$ cat src/rtl/spiFifoPkg.sv
package spiFifoPkg;
  localparam int ADDR_W = 6;
  localparam int THR_W  = 4;

  // Offsets decoded by software; kept fixed.
  localparam logic [ADDR_W-1:0] OFS_CTRL = 6'h00;
  localparam logic [ADDR_W-1:0] OFS_STAT = 6'h14;
  localparam logic [ADDR_W-1:0] OFS_IEN  = 6'h18;
  localparam logic [ADDR_W-1:0] OFS_IFLG = 6'h1c;
  localparam logic [ADDR_W-1:0] OFS_FCTL = 6'h20;
  localparam logic [ADDR_W-1:0] OFS_DATA = 6'h24;

  // Bit positions within the flag / enable / FIFO-control words
  localparam int BIT_OVR     = 0;
  localparam int BIT_RXDONE  = 3;
  localparam int BIT_TXDONE  = 4;
  localparam int BIT_RXREADY = 9;
  localparam int BIT_RXFLUSH = 4;
  localparam int BIT_TXFLUSH = 12;
  localparam int TXTHR_LSB   = 8;
  localparam int RXTHR_LSB   = 0;

  // Strobes from register control to the datapath
  typedef struct packed {
    logic txPush;
    logic rxPop;
    logic txFlush;
    logic rxFlush;
    logic txEnable;
  } dpStrobe_t;

  typedef struct packed {
    logic txDone;
    logic rxDone;
    logic overrun;
  } evtFlags_t;
endpackage

$ cat src/rtl/spiWordFifo.sv
module spiWordFifo #(
  parameter int DATA_W = 32,
  parameter int DEPTH  = 8,
  localparam int PTR_W = (DEPTH > 1) ? $clog2(DEPTH) : 1,
  localparam int LVL_W = $clog2(DEPTH + 1)
) (
  input  logic              clk,
  input  logic              rstN,
  input  logic              flush,
  input  logic              push,
  input  logic [DATA_W-1:0] pushData,
  input  logic              pop,
  output logic [DATA_W-1:0] headData,
  output logic [LVL_W-1:0]  level,
  output logic              empty
);
  logic [DATA_W-1:0] mem [DEPTH];
  logic [PTR_W-1:0]  wrPtr, rdPtr;
  logic              full, doPush, doPop;

  assign full     = (level == LVL_W'(DEPTH));
  assign empty    = (level == '0);
  assign doPush   = push && !full && !flush;
  assign doPop    = pop && !empty && !flush;
  assign headData = mem[rdPtr];

  function automatic logic [PTR_W-1:0] nextPtr(input logic [PTR_W-1:0] p);
    return (p == PTR_W'(DEPTH - 1)) ? '0 : p + 1'b1;
  endfunction

  always_ff @(posedge clk) begin
    if (doPush) mem[wrPtr] <= pushData;
  end

  always_ff @(posedge clk) begin
    if (!rstN || flush) begin
      wrPtr <= '0;
      rdPtr <= '0;
      level <= '0;
    end else begin
      if (doPush) wrPtr <= nextPtr(wrPtr);
      if (doPop)  rdPtr <= nextPtr(rdPtr);
      case ({doPush, doPop})
        2'b10:   level <= level + 1'b1;
        2'b01:   level <= level - 1'b1;
        default: level <= level;
      endcase
    end
  end
endmodule

$ cat src/rtl/spiFifoDatapath.sv
module spiFifoDatapath
  import spiFifoPkg::*;
#(
  parameter int DATA_W = 32,
  parameter int DEPTH  = 8,
  localparam int LVL_W = $clog2(DEPTH + 1)
) (
  input  logic              clk,
  input  logic              rstN,
  input  dpStrobe_t         strb,
  input  logic [DATA_W-1:0] pushWord,
  output logic              txValid,
  input  logic              txReady,
  output logic [DATA_W-1:0] txWord,
  input  logic              rxValid,
  input  logic [DATA_W-1:0] rxWord,
  output logic [DATA_W-1:0] rxHead,
  output logic              rxEmpty,
  output logic [LVL_W-1:0]  txLevel,
  output logic [LVL_W-1:0]  rxLevel,
  output logic              overrunEvt,
  output logic              txEmptiedEvt
);
  logic txEmpty, txHandoff, rxFull;

  assign txValid   = strb.txEnable && !txEmpty;
  assign txHandoff = txValid && txReady;
  assign rxFull    = (rxLevel == LVL_W'(DEPTH));

  spiWordFifo #(.DATA_W(DATA_W), .DEPTH(DEPTH)) u_txq (
    .clk(clk), .rstN(rstN), .flush(strb.txFlush),
    .push(strb.txPush), .pushData(pushWord),
    .pop(txHandoff), .headData(txWord),
    .level(txLevel), .empty(txEmpty)
  );

  spiWordFifo #(.DATA_W(DATA_W), .DEPTH(DEPTH)) u_rxq (
    .clk(clk), .rstN(rstN), .flush(strb.rxFlush),
    .push(rxValid), .pushData(rxWord),
    .pop(strb.rxPop), .headData(rxHead),
    .level(rxLevel), .empty(rxEmpty)
  );

  // A word arriving while full is lost, even if a pop frees a slot that cycle.
  assign overrunEvt   = rxValid && rxFull && !strb.rxFlush;
  assign txEmptiedEvt = txHandoff && (txLevel == LVL_W'(1))
                        && !strb.txPush && !strb.txFlush;
endmodule

$ cat src/rtl/spiRegCtrl.sv
module spiRegCtrl
  import spiFifoPkg::*;
#(
  parameter int DATA_W = 32,
  parameter int DEPTH  = 8,
  localparam int LVL_W = $clog2(DEPTH + 1)
) (
  input  logic              clk,
  input  logic              rstN,
  input  logic              busWe,
  input  logic              busRe,
  input  logic [ADDR_W-1:0] busAddr,
  input  logic [DATA_W-1:0] busWdata,
  output logic [DATA_W-1:0] busRdata,
  input  logic [DATA_W-1:0] rxHead,
  input  logic              rxEmpty,
  input  logic [LVL_W-1:0]  rxLevel,
  input  logic              overrunEvt,
  input  logic              txEmptiedEvt,
  output dpStrobe_t         strb,
  output evtFlags_t         flags,
  output logic              irq
);
  logic             enReg, ieRxDone, ieOvr;
  logic [THR_W-1:0] txThr, rxThr;
  logic             rxMet;
  logic             wrCtrl, wrIen, wrIflg, wrFctl;
  evtFlags_t        clrMask, setMask;

  assign wrCtrl = busWe && (busAddr == OFS_CTRL);
  assign wrIen  = busWe && (busAddr == OFS_IEN);
  assign wrIflg = busWe && (busAddr == OFS_IFLG);
  assign wrFctl = busWe && (busAddr == OFS_FCTL);

  always_comb begin
    strb.txPush   = busWe && (busAddr == OFS_DATA);
    strb.rxPop    = busRe && (busAddr == OFS_DATA) && !rxEmpty;
    strb.txFlush  = wrFctl && busWdata[BIT_TXFLUSH];
    strb.rxFlush  = wrFctl && busWdata[BIT_RXFLUSH];
    strb.txEnable = enReg;
  end

  assign rxMet = (rxThr != '0) && (32'(rxLevel) >= 32'(rxThr));

  always_comb begin
    clrMask.txDone  = wrIflg && busWdata[BIT_TXDONE];
    clrMask.rxDone  = wrIflg && busWdata[BIT_RXDONE];
    clrMask.overrun = wrIflg && busWdata[BIT_OVR];
    setMask.txDone  = txEmptiedEvt;
    setMask.rxDone  = rxMet;
    setMask.overrun = overrunEvt;
  end

  always_ff @(posedge clk) begin
    if (!rstN) begin
      enReg    <= 1'b0;
      ieRxDone <= 1'b0;
      ieOvr    <= 1'b0;
      txThr    <= '0;
      rxThr    <= '0;
      flags    <= '0;
    end else begin
      if (wrCtrl) enReg <= busWdata[0];
      if (wrIen) begin
        ieRxDone <= busWdata[BIT_RXDONE];
        ieOvr    <= busWdata[BIT_OVR];
      end
      if (wrFctl) begin
        txThr <= busWdata[TXTHR_LSB +: THR_W];
        rxThr <= busWdata[RXTHR_LSB +: THR_W];
      end
      // Setting beats clearing when both land in one cycle.
      flags <= (flags & ~clrMask) | setMask;
    end
  end

  always_comb begin
    busRdata = '0;
    unique case (busAddr)
      OFS_CTRL: busRdata[0] = enReg;
      OFS_STAT: busRdata[0] = !rxEmpty;
      OFS_IEN: begin
        busRdata[BIT_RXDONE] = ieRxDone;
        busRdata[BIT_OVR]    = ieOvr;
      end
      OFS_IFLG: begin
        busRdata[BIT_RXREADY] = rxMet;
        busRdata[BIT_TXDONE]  = flags.txDone;
        busRdata[BIT_RXDONE]  = flags.rxDone;
        busRdata[BIT_OVR]     = flags.overrun;
      end
      OFS_FCTL: begin
        busRdata[TXTHR_LSB +: THR_W] = txThr;
        busRdata[RXTHR_LSB +: THR_W] = rxThr;
      end
      OFS_DATA: busRdata = rxEmpty ? '0 : rxHead;
      default:  busRdata = '0;
    endcase
  end

  assign irq = (flags.rxDone && ieRxDone) || (flags.overrun && ieOvr);
endmodule

$ cat src/rtl/spiFifoIrq.sv
module spiFifoIrq
  import spiFifoPkg::*;
#(
  parameter int DATA_W = 32,
  parameter int DEPTH  = 8,
  localparam int LVL_W = $clog2(DEPTH + 1)
) (
  input  logic              clk,
  input  logic              rstN,
  input  logic              busWe,
  input  logic              busRe,
  input  logic [5:0]        busAddr,
  input  logic [DATA_W-1:0] busWdata,
  output logic [DATA_W-1:0] busRdata,
  output logic              txValid,
  input  logic              txReady,
  output logic [DATA_W-1:0] txWord,
  input  logic              rxValid,
  input  logic [DATA_W-1:0] rxWord,
  output logic              irq
);
  dpStrobe_t         strb;
  evtFlags_t         flags;
  logic [DATA_W-1:0] rxHead;
  logic              rxEmpty, overrunEvt, txEmptiedEvt;
  logic [LVL_W-1:0]  txLevel, rxLevel;

  spiRegCtrl #(.DATA_W(DATA_W), .DEPTH(DEPTH)) u_ctrl (
    .clk(clk), .rstN(rstN), .busWe(busWe), .busRe(busRe),
    .busAddr(busAddr), .busWdata(busWdata), .busRdata(busRdata),
    .rxHead(rxHead), .rxEmpty(rxEmpty), .rxLevel(rxLevel),
    .overrunEvt(overrunEvt), .txEmptiedEvt(txEmptiedEvt),
    .strb(strb), .flags(flags), .irq(irq)
  );

  spiFifoDatapath #(.DATA_W(DATA_W), .DEPTH(DEPTH)) u_dp (
    .clk(clk), .rstN(rstN), .strb(strb), .pushWord(busWdata),
    .txValid(txValid), .txReady(txReady), .txWord(txWord),
    .rxValid(rxValid), .rxWord(rxWord), .rxHead(rxHead),
    .rxEmpty(rxEmpty), .txLevel(txLevel), .rxLevel(rxLevel),
    .overrunEvt(overrunEvt), .txEmptiedEvt(txEmptiedEvt)
  );
endmodule

$ cat config.mk
export PLATFORM = sky130hd
export DESIGN_NAME = spiFifoIrq
export DESIGN_NICKNAME = d
export VERILOG_FILES = /design/src/rtl/spiFifoPkg.sv /design/src/rtl/spiWordFifo.sv /design/src/rtl/spiFifoDatapath.sv /design/src/rtl/spiRegCtrl.sv /design/src/rtl/spiFifoIrq.sv
export SDC_FILE = /design/constraint.sdc
export NUM_CORES = 1
export LEC_CHECK = 0
export BUFFER_PORTS_ARGS = -buffer_cell sky130_fd_sc_hd__buf_4
export CAP_MARGIN = 20
export CORE_MARGIN = 4
export CORE_UTILIZATION = 60
export CTS_CLUSTER_DIAMETER = 60
export DETAILED_ROUTE_END_ITERATION = 7
export GPL_TIMING_DRIVEN = 0
export PLACE_DENSITY_LB_ADDON = 0.3
export SLEW_MARGIN = 10
export SYNTH_ARGS = -nofsm -noshare
export SYNTH_HDL_FRONTEND = slang
export SYNTH_SLANG_ARGS = --single-unit
$ cat constraint.sdc
create_clock -name clk -period 7.6 [get_ports clk]
set_clock_uncertainty 0.2 [all_clocks]
set_input_delay 1.52 -clock clk [delete_from_list [all_inputs] [get_ports clk]]
set_output_delay 1.52 -clock clk [all_outputs]
set_load 0.1 [all_outputs]
==> impl_metrics.toml, run 1 <==
[outcome]
run_status = "complete, no violations"

[clocking]
cts_setup_buffers = 0
cts_tree = "built"
cts_resized = 0
cts.sink_count = 552
cts_h_tree_lvls = 2
worst_skew_pair.late_latency_ps = 580
cts_max_path_buffers = 3
number_of_buffers_created_by_cts = 51
ctsHoldBuffers = 0
cts.reportedPaths.clkPinSlew_ps = 70
cts_root_buf = "clkbuf_16"

[yosys]
postSynth.asyncResetShare_pct = 0
synth_area_per_cell_um2 = 20.5
synth_area_leader_cell = "edfxtp_1"
postSynthCellCount = 1051
synth.net_count = 1145
yosys.cell_count.top_type = "edfxtp_1"
ys_ff_latch = 552
dominantRegCellSynth = "edfxtp_1"
number_of_distinct_standard_cells_referenced_by_the_synthesized_netlist = 52
ys_top_cells_by_count = "512 x edfxtp_1, 128 x mux4_2, 68 x nor2_1, 46 x mux2i_1, 40 x dfxtp_1"
synth_top_cells_by_area = "edfxtp_1 71%, mux4_2 13%, dfxtp_1 3.7%"
warnings_synthesis = 0
edff_count_synth = 512
synth_top_area_share_pct = 71.5
synth_sequential_area_ratio_pct = 75.2
syn-cell-area_mm2 = 0.0215

[floorplan]
ios = 142
floorplan.core_area_mm2 = 0.0355
die_w_um = 197
die_h_um = 197
row_count = 69
dieArea_mm2 = 0.0389
floorplan.initialDensity_pct = 60.6

[drt]
mean_number_of_vias_per_cell = 6.05
detailedRoute.firstPassIterationCount = 5
routedWlPerCell_um = 24.9
route.final.wire_length_um = 44200
post-route-drc-count = 0
route.vias.total = 10749
dr.first_iter.drc_count = 894
antenna_left = 0

[critical_path]
critical_path_class = "primary input to output port"
r2r_end = "u_dp.u_rxq.level[2]"
critical_path_required_ps = 5880
critical_path_arrival_ps = 4070
startpoint_type = "primary input"
r2r_cells = 12
critical_register_to_register_path_startpoint = "u_dp.u_rxq.level[1]"
critPathCaptureType = "output port"
reg2reg_setup_slack_ps = 3800
path_max_fanout = 10
crit_start = "busAddr[3]"

[min_path]
min_delay_path_depth = 2
whs_endpoint = "u_ctrl.txThr[3]"
hold_path_class = "flip-flop to flip-flop"
hp-start = "u_ctrl.txThr[3]"

[layout]
final_nets = 1368
final_area_mm2 = 0.0254
final_layout_size_suffix_gt1_share_pct = 33.1
antenna-diode-count = 0
area_delta_synth_final_pct = 18.1

[timing]
setup-violations-final = 0
report.final.slew_viol_count = 0
worst-slew-pin-transition_ps = 987
timing_hold_violations_final = 0
clock.fmax_ghz = 0.173
period_utilization_post_route_pct = 76.2
slew_hr_pct = 34.2
grt_setup_unrepaired = "no"
timing.final.crit_period_ps = 5790
finalHoldWorstSlack_ps = 279

[grt]
grt.total_usage_pct = 23.3
grt_pass1_wl_um = 68100
global_route.overflow_total = 0
grt_pass1_vias = 11502
number_of_antenna_violations_at_the_first_check_in_global_routing = 0
grt_start_max_net_pins = 25

[power_and_ir_drop]
ir_drop_uv = 295
power_density_mw_per_mm2 = 243
total_leakage_power_nw = 8.15
report.power.total_w = 0.00616

[placement]
placement.cell_area_mm2 = 0.0236
globalplace.congestion = 0.759
dp.final_hpwl_um = 27700
port_buffers = 140

[run]
cap_viol_max_count = 0
## layer usage
layer | track usage (%) | share of wire, %
met5 | 0 | 0
met1 | 29.7 | 37
met4 | 7.47 | 2.5
met3 | 4.28 | 6.3
met2 | 41.1 | 54
## kinds of logic after synthesis
| group | Yosys count | synth area share, % |
|---|---|---|
| xor gates and xnor gates | 7 | 0.285 |
| adders and majority gates | 18 | 1.05 |
| AOI/OAI and AO/OA | 49 | 1.62 |
| and+or+nand+nor | 153 | 3.40 |
| muxes | 207 | 17.3 |
| buffers and inverters | 65 | 1.16 |
| DFF | 552 | 75.2 |
## cell type report
cell class	instances	area [um^2]
Multi-Input combinational cell	434	5190
Buffer	51	196
Clock buffer	59	1330
Clock inverter	35	392
Sequential cell	552	16200
Inverter	14	52.6
Fill cell	2064	10100
Timing Repair Buffer	170	1480
Tap cell	461	577
## worst max-delay path by stage
stage	slack (ps)	endpoint	depth (start not counted)
CTS	1810	busRdata[4]	8
detailed placement	1820	busRdata[4]	8
floorplan	850	busRdata[11]	6
global placement	-590	u_dp.u_txq.mem[4][16]	7
finish	1810	busRdata[0]	8
global route	1720	busRdata[0]	8
## cells in the final DEF (no fill, tap or decap), types with 3 or more instances in the layout
cell | netlist | routed
nor3_1 | 8 | 4
clkinv_2 | 0 | 10
xor2_1 | 4 | 4
nand2b_1 | 12 | 12
mux4_2 | 128 | 128
buf_6 | 0 | 10
clkbuf_1 | 32 | 39
clkinvlp_4 | 0 | 4
clkinv_1 | 0 | 10
xnor2_1 | 3 | 3
edfxtp_1 | 512 | 512
buf_4 | 0 | 147
nor3_2 | 2 | 6
a31oi_1 | 3 | 3
ha_1 | 18 | 18
nand2_1 | 27 | 27
mux2i_1 | 46 | 46
bufinv_16 | 0 | 8
inv_1 | 14 | 14
o21ai_0 | 9 | 9
nand3_1 | 14 | 14
buf_2 | 4 | 4
buf_12 | 0 | 10
nor2_1 | 68 | 56
a21boi_0 | 10 | 10
dfxtp_1 | 40 | 40
nor2b_1 | 4 | 4
mux2_2 | 33 | 33
clkbuf_16 | 0 | 52
a21oi_1 | 6 | 6
nor2_4 | 0 | 12
buf_1 | 15 | 15
## power breakdown
group / internal, W / total (W) / switching (W)
clock network: 0.00153 / 0.00260 / 0.00107
registers: 0.00336 / 0.00337 / 0.0000128
logic: 0.0000734 / 0.000187 / 0.000113
total: 0.00496 / 0.00616 / 0.00120
## worst max-delay path, stage by stage
cell	delay [ps]
buf_4	120
or4b_1	510
buf_2	180
or4_1	400
clkbuf_1	220
clkbuf_1	360
o221ai_1	390
buf_4	360
## flip-flops by register name (all words and copies together), names as in the netlist, named ones only
name / cells
u_ctrl.txThr: 4
u_ctrl.flags: 3
u_dp.u_txq.rdPtr: 3
u_ctrl.ieOvr: 1
u_dp.u_txq.mem: 256
u_ctrl.enReg: 1
u_dp.u_rxq.mem: 256
u_dp.u_txq.wrPtr: 3
u_ctrl.rxThr: 4
u_dp.u_txq.level: 4
u_dp.u_rxq.level: 4
u_ctrl.ieRxDone: 1
u_dp.u_rxq.wrPtr: 3
u_dp.u_rxq.rdPtr: 3
## through the flow
stage	utilization [%]	worst slack [ps]	cells	TNS, ps
2_1_floorplan	-	854	1051	0
3_3_place_gp	65.2	-594	1652	-53780
3_5_place_dp	66.6	1820	1679	0
4_1_cts	71.5	1810	1773	0
5_1_grt	71.6	1720	1776	0
6_report	71.6	1810	1776	0
Power figures use the tool's default switching activity.
==> run 2: changes to the inputs <==
--- a/config.mk
+++ b/config.mk
@@ -5,10 +5,11 @@
 export SDC_FILE = /design/constraint.sdc
 export NUM_CORES = 1
 export LEC_CHECK = 0
+export ABC_AREA = 1
 export BUFFER_PORTS_ARGS = -buffer_cell sky130_fd_sc_hd__buf_4
 export CAP_MARGIN = 20
 export CORE_MARGIN = 4
-export CORE_UTILIZATION = 60
+export CORE_UTILIZATION = 54
 export CTS_CLUSTER_DIAMETER = 60
 export DETAILED_ROUTE_END_ITERATION = 7
 export GPL_TIMING_DRIVEN = 0
==> constraint.sdc (replaced) <==
create_clock -name clk -period 4.77 [get_ports clk]
set_clock_uncertainty 0.2 [all_clocks]
set_input_delay 0.954 -clock clk [delete_from_list [all_inputs] [get_ports clk]]
set_output_delay 0.954 -clock clk [all_outputs]
set_load 0.1 [all_outputs]
==> run 2 against run 1 <==
Via count is 41% higher. Critical path type is now flip-flop to output port. Hold slack better by 9.0 ps. Total power is 57% higher. Non-clock buffer count is 36 higher.
==> impl_metrics.toml, run 2 <==
[clocking]
cts_root_buf = "clkbuf_16"
cts_setup_buffers = 0
cts_resized = 0
cts.reportedPaths.clkPinSlew_ps = 60
number_of_buffers_created_by_cts = 54
cts.sink_count = 552
cts_h_tree_lvls = 2
ctsHoldBuffers = 0
worst_skew_pair.late_latency_ps = 610
cts_max_path_buffers = 3
cts_tree = "built"

[timing]
grt_setup_unrepaired = "no"
setup-violations-final = 0
worst_slack_ps = 756
timing_hold_violations_final = 0
report.final.slew_viol_count = 0
worst-slew-pin-transition_ps = 838
slew_hr_pct = 44.0
period_utilization_post_route_pct = 84.2
finalSetupTns_ps = 0
timing.final.crit_period_ps = 4010
clock.fmax_ghz = 0.249

[placement]
dpl_ws_ps = 855
placement.cell_area_mm2 = 0.0243
dp.final_hpwl_um = 35900
port_buffers = 141
globalplace.congestion = 0.837

[layout]
final_layout_size_suffix_gt1_share_pct = 16.3
final_area_mm2 = 0.0260
layout.cells.most_common = "edfxtp_1"
area_delta_synth_final_pct = 17.4
final_nets = 2069
largest_registers = "u_dp.u_rxq.mem (256), u_dp.u_txq.mem (256)"
mostFrequentLayoutCells = "512 x edfxtp_1, 407 x nor2_1, 211 x o21ai_0, 157 x buf_4, 153 x nand2_1"

[grt]
grt_pass1_wl_um = 84800
grt_pass1_vias = 15122
grt_start_max_net_pins = 26
number_of_antenna_violations_at_the_first_check_in_global_routing = 4
grt.total_usage_pct = 24.7
global_route.overflow_total = 0

[drt]
detailedRoute.firstPassIterationCount = 5
antenna_left = 0
routedWlPerCell_um = 22.0
route.vias.total = 15208
post-route-drc-count = 0
route.final.wire_length_um = 55900
dr.first_iter.drc_count = 1922
mean_number_of_vias_per_cell = 5.98

[power_and_ir_drop]
ir_drop_uv = 316
power_report.internal_total_w = 0.00771
sequentialPowerShare_pct = 55.4
report.power.total_w = 0.00970
total_leakage_power_nw = 9.15
pwr-share-comb_pct = 3.0
power_switching_w = 0.00199
power_density_mw_per_mm2 = 374
pwr-share-clk_pct = 41.6
netSwitchingFraction_pct = 20.5

[yosys]
synth_area_per_cell_um2 = 12.5
ys_top_cells_by_count = "512 x edfxtp_1, 419 x nor2_1, 212 x o21ai_0, 153 x nand2_1, 64 x o32ai_1"
synth_top_cells_by_area = "edfxtp_1 70%, nor2_1 7.1%, o21ai_0 4.8%"
edff_count_synth = 512
synth_sequential_area_ratio_pct = 73.2
dominantRegCellSynth = "edfxtp_1"
warnings_synthesis = 0
syn-cell-area_mm2 = 0.0221
ys_ff_latch = 552
yosys.cell_count.top_type = "edfxtp_1"
number_of_distinct_standard_cells_referenced_by_the_synthesized_netlist = 39
postSynthCellCount = 1762
synth.net_count = 1856
postSynth.asyncResetShare_pct = 0
synth_top_area_share_pct = 69.6
synth_area_leader_cell = "edfxtp_1"

[critical_path]
critPathCaptureType = "output port"
startpoint_type = "flip-flop"
worst_path_dominant_cell_family = "buffers and inverters"
critical_path_arrival_ps = 2860
timing.critical_path.slowest_cell_delay_ps = 590
critical_path_required_ps = 3620
crit_buf_inv = 4
critical-path-slowest-cell = "clkbuf_1"
critical_path.cell_chain = "buf_2, inv_2, clkbuf_1, o221ai_1, nand3_1, nand2_1, buf_4"
critical_path_class = "flip-flop to output port"
path_max_fanout = 10

[run]
cap_viol_max_count = 0

[floorplan]
floorplan.initialDensity_pct = 55.1
ios = 142
die_h_um = 210
dieArea_mm2 = 0.0442
die_w_um = 210
row_count = 73
floorplan.core_area_mm2 = 0.0401

[outcome]
run_status = "complete, no violations"

[min_path]
hold_path_class = "flip-flop to flip-flop"
[run 2: cell count changes in the layout (fill, tap and decap cells not counted), sizes merged, moves of 12 or more]
cell    before  now
buf        188  217
nor2        68  431
mux4       128    0
a31oi        3   23
o21ai        9  248
clkbuf      92  115
mux2        33    0
a21oi        6   26
mux2i       46    0
nand2b      12    0
inv         15   51
o22ai        1   26
o32ai        1   64
nand2       27  165
[run 2: layout make-up]
cell class | count | area, um^2
inverters | 51 | 191
multi-input cells | 1059 | 5340
fillers | 2866 | 14100
plain buffers | 100 | 508
clock buffers | 75 | 1460
well taps | 525 | 657
diodes | 1 | 2.50
flip-flops and latches | 552 | 16200
repair buffers | 157 | 1410
clock inverters | 24 | 213
[run 2: worst paths after layout]
check                                         start                   end  slack (ps)  cells after the start
worst max-delay path                      flip-flop           busRdata[8]         760                      7
worst min-delay path                u_ctrl.flags[2]       u_ctrl.flags[2]         290                      2
worst min register to register      u_ctrl.flags[2]       u_ctrl.flags[2]         290                      2
worst max register to register  u_dp.u_txq.level[0]  u_dp.u_txq.mem[7][8]        2060                      8
[run 2: cells by family after synthesis]
logic type	after synthesis	share of synthesized area [%]
AND/OR/NAND/NOR	629	11.5
flip-flops	552	73.2
buffers and inverters	151	3.16
AO/OA/AOI/OAI	409	11.0
XOR/XNOR	3	0.119
adder cells (fa/ha/maj)	18	1.02
[run 2: power groups by stage]
| stage | Clock [W] | Combinational (W) | Sequential [W] |
|---|---|---|---|
| floorplan | 0 | 0.000117 | 0.00548 |
| global placement | 0 | 0.000255 | 0.00548 |
| detailed placement | 0 | 0.000288 | 0.00548 |
| CTS | 0.00406 | 0.000291 | 0.00538 |
| global route | 0.00427 | 0.000319 | 0.00538 |
| finish | 0.00403 | 0.000292 | 0.00538 |
[run 2: routing by layer]
metal  up-vias  routed length, um  GRT usage [%]
li1       6829                  -              -
met1      7402              21600           31.8
met2       827              27600           41.8
met3       144               4750           4.69
met4         6               1850           9.74
met5         -                 41              0
[run 2: metrics by stage]
stage	instances	hold WS, ps	util (%)
floorplan	1762	241	-
global placement	2428	254	59.4
detailed placement	2444	269	60.5
CTS	2543	289	64.7
global route	2544	317	64.7
finish	2544	288	64.7
[run 2: tightest hold or removal path, cell delays in order, from the launching register on]
cell	delay, ps
dfxtp_1	320
nand2_1	60
a21oi_1	60
==> run 3: changes to the inputs <==
--- a/config.mk
+++ b/config.mk
@@ -5,7 +5,7 @@
 export SDC_FILE = /design/constraint.sdc
 export NUM_CORES = 1
 export LEC_CHECK = 0
-export ABC_AREA = 1
+export ABC_AREA = 0
 export BUFFER_PORTS_ARGS = -buffer_cell sky130_fd_sc_hd__buf_4
 export CAP_MARGIN = 20
 export CORE_MARGIN = 4
==> constraint.sdc (replaced) <==
create_clock -name clk -period 3.25 [get_ports clk]
set_clock_uncertainty 0.2 [all_clocks]
set_input_delay 0.65 -clock clk [delete_from_list [all_inputs] [get_ports clk]]
set_output_delay 0.65 -clock clk [all_outputs]
set_load 0.1 [all_outputs]
==> run 3 against run 2 <==
First-iteration DRC count down 49%. Register-to-register slack got worse by 1800 ps. Final area is 3.6% higher. Largest cell class unchanged. Cell count is 28% lower. Sequential power rose by 47%. The run now ends with setup timing left. Die area decreased by 2.6%. Critical path type is now primary input to output port. Hold slack worse by 200 ps. Setup slack got worse by 900 ps. Total power up 50%. Flip-flop and latch count did not move. Sequential share of layout area fell by 2.1 points. Count of clock-buffer cells in the layout up 1.
==> impl_metrics.toml, run 3 (synthesized netlist as in run 1, its figures left out) <==
[power_and_ir_drop]
power_switching_w = 0.00288
report.power.total_w = 0.0145
netSwitchingFraction_pct = 19.9
ir_drop_uv = 451
power_report.internal_total_w = 0.0116
total_leakage_power_nw = 8.62
power_density_mw_per_mm2 = 540
pwr-share-clk_pct = 42.1
sequentialPowerShare_pct = 54.4
pwr-share-comb_pct = 3.5

[drt]
post-route-drc-count = 0
highest-signal-layer = "met5"
mean_number_of_vias_per_cell = 5.93
route.layer.met1.wl_um = 18200
antenna_left = 0
routed-wl-met3_um = 3080
routedWlPerCell_um = 25.7
route.vias.total = 10912
met2WireLength_um = 25100
route.final.wire_length_um = 47300
detailedRoute.firstPassIterationCount = 5
dr.first_iter.drc_count = 981

[timing]
period_utilization_post_route_pct = 104
worst-slew-pin-transition_ps = 827
clock.fmax_ghz = 0.295
timing_hold_violations_final = 0
grt_setup_unrepaired = "yes"
finalSetupTns_ps = -1570
report.final.slew_viol_count = 0
slew_hr_pct = 44.8
timing.final.crit_period_ps = 3390
worst_slack_ps = -139
finalHoldWorstSlack_ps = 87.9
setup-violations-final = 25

[floorplan]
ios = 142
dieArea_mm2 = 0.0431
floorplan.core_area_mm2 = 0.0390
floorplan.initialDensity_pct = 55.1
die_h_um = 208
die_w_um = 208
row_count = 72

[critical_path]
crit_buf_inv = 3
path_max_fanout = 6
critical-path-slowest-cell = "or4b_4"
critical_path_class = "primary input to output port"
worst_path_dominant_cell_family = "simple AND/OR/NAND/NOR gates"
critPathCaptureType = "output port"
startpoint_type = "primary input"
critical_path_arrival_ps = 2540
timing.critical_path.slowest_cell_delay_ps = 550
critical_path.cell_chain = "buf_6, or4b_4, or4_4, clkbuf_16, o221ai_4, buf_12"
critical_path_required_ps = 2400

[layout]
area_delta_synth_final_pct = 25.0
layout.cells.most_common = "edfxtp_1"
largest_registers = "u_dp.u_rxq.mem (256), u_dp.u_txq.mem (256)"
final_layout_size_suffix_gt1_share_pct = 40.5
finish.cell_count_without_fillers = 1841
antenna-diode-count = 0
layout.filler_cells = 2286
mostFrequentLayoutCells = "512 x edfxtp_1, 128 x mux4_2, 107 x buf_4, 60 x clkbuf_16, 41 x buf_12"
final_nets = 1373

[clocking]
cts.reportedPaths.clkPinSlew_ps = 60
cts_max_path_buffers = 3
cts.sink_count = 552
number_of_buffers_created_by_cts = 53
cts_root_buf = "clkbuf_16"
cts_tree = "built"
cts_h_tree_lvls = 2
worst_skew_pair.late_latency_ps = 590

[outcome]
run_status = "complete, but fails checks"
violations = "setup timing"

[placement]
place_inst = 1731
globalplace.congestion = 0.854
dpl_ws_ps = -1050
dp.final_hpwl_um = 28900
port_buffers = 140

[run]
cap_viol_max_count = 0

[grt]
grt_pass1_wl_um = 71500
grt.total_usage_pct = 21.8
number_of_antenna_violations_at_the_first_check_in_global_routing = 1
global_route.overflow_total = 0
grt_start_max_net_pins = 22
grt_pass1_vias = 11431

[min_path]
hold_path_class = "primary input to flip-flop"
## run 3: cell count changes in the layout (fill, tap and decap cells not counted), sizes merged, moves of 34 or more
cell,delta
mux4,+128
inv,-34
nor2,-363
nand2,-138
o21ai,-239
mux2i,+46
o32ai,-63
## run 3: path summary, 6_finish.rpt
check,from,endpoint,slack [ps],depth (start not counted)
max,busAddr[0],busRdata[3],-140,6
min,busWdata[24],u_dp.u_txq.mem[2][24],90,1
max reg2reg,u_dp.u_txq.level[0],u_dp.u_txq.level[3],230,10
min reg2reg,u_ctrl.txThr[0],u_ctrl.txThr[0],270,2
## run 3: through the flow
stage	area (um^2)	utilization, %
2_1_floorplan	22000	-
3_3_place_gp	23700	60.7
3_5_place_dp	24200	62.0
4_1_cts	26700	68.3
5_1_grt	26900	68.9
6_report	26900	68.9
## run 3: timing repair
| action | 4_1_cts | 5_1_grt |
|---|---|---|
| buffers inserted | 7 | 7 |
| cloned | 2 | 1 |
| setup endpoints to repair | 171 | 75 |
| hold buffers | 0 | 0 |
| pin swaps | 7 | 5 |
| resized for setup | 229 | 32 |
## run 3: final cells by class
type	instances	area [um^2]	area share, %
Tap cell	518	648	2.41
Buffer	44	408	1.52
Timing Repair Buffer	180	2170	8.08
Inverter	14	52.6	0.196
Sequential cell	552	16200	60.2
Multi-Input combinational cell	434	5690	21.2
Clock buffer	76	1480	5.49
Clock inverter	23	246	0.917
## run 3: power groups by stage
stage | logic, W | registers [W] | clock network (W)
finish | 0.000509 | 0.00789 | 0.00611
global route | 0.000547 | 0.00790 | 0.00650
detailed placement | 0.000465 | 0.00804 | 0
floorplan | 0.000208 | 0.00804 | 0
CTS | 0.000493 | 0.00789 | 0.00620
global placement | 0.000409 | 0.00804 | 0
## run 3: routing by layer
metal / global-route usage, % / vias to the layer above
met5: 0 / -
met4: 5.59 / 2
met3: 4.52 / 69
met2: 37.8 / 349
met1: 28.7 / 5742
li1: - / 4750
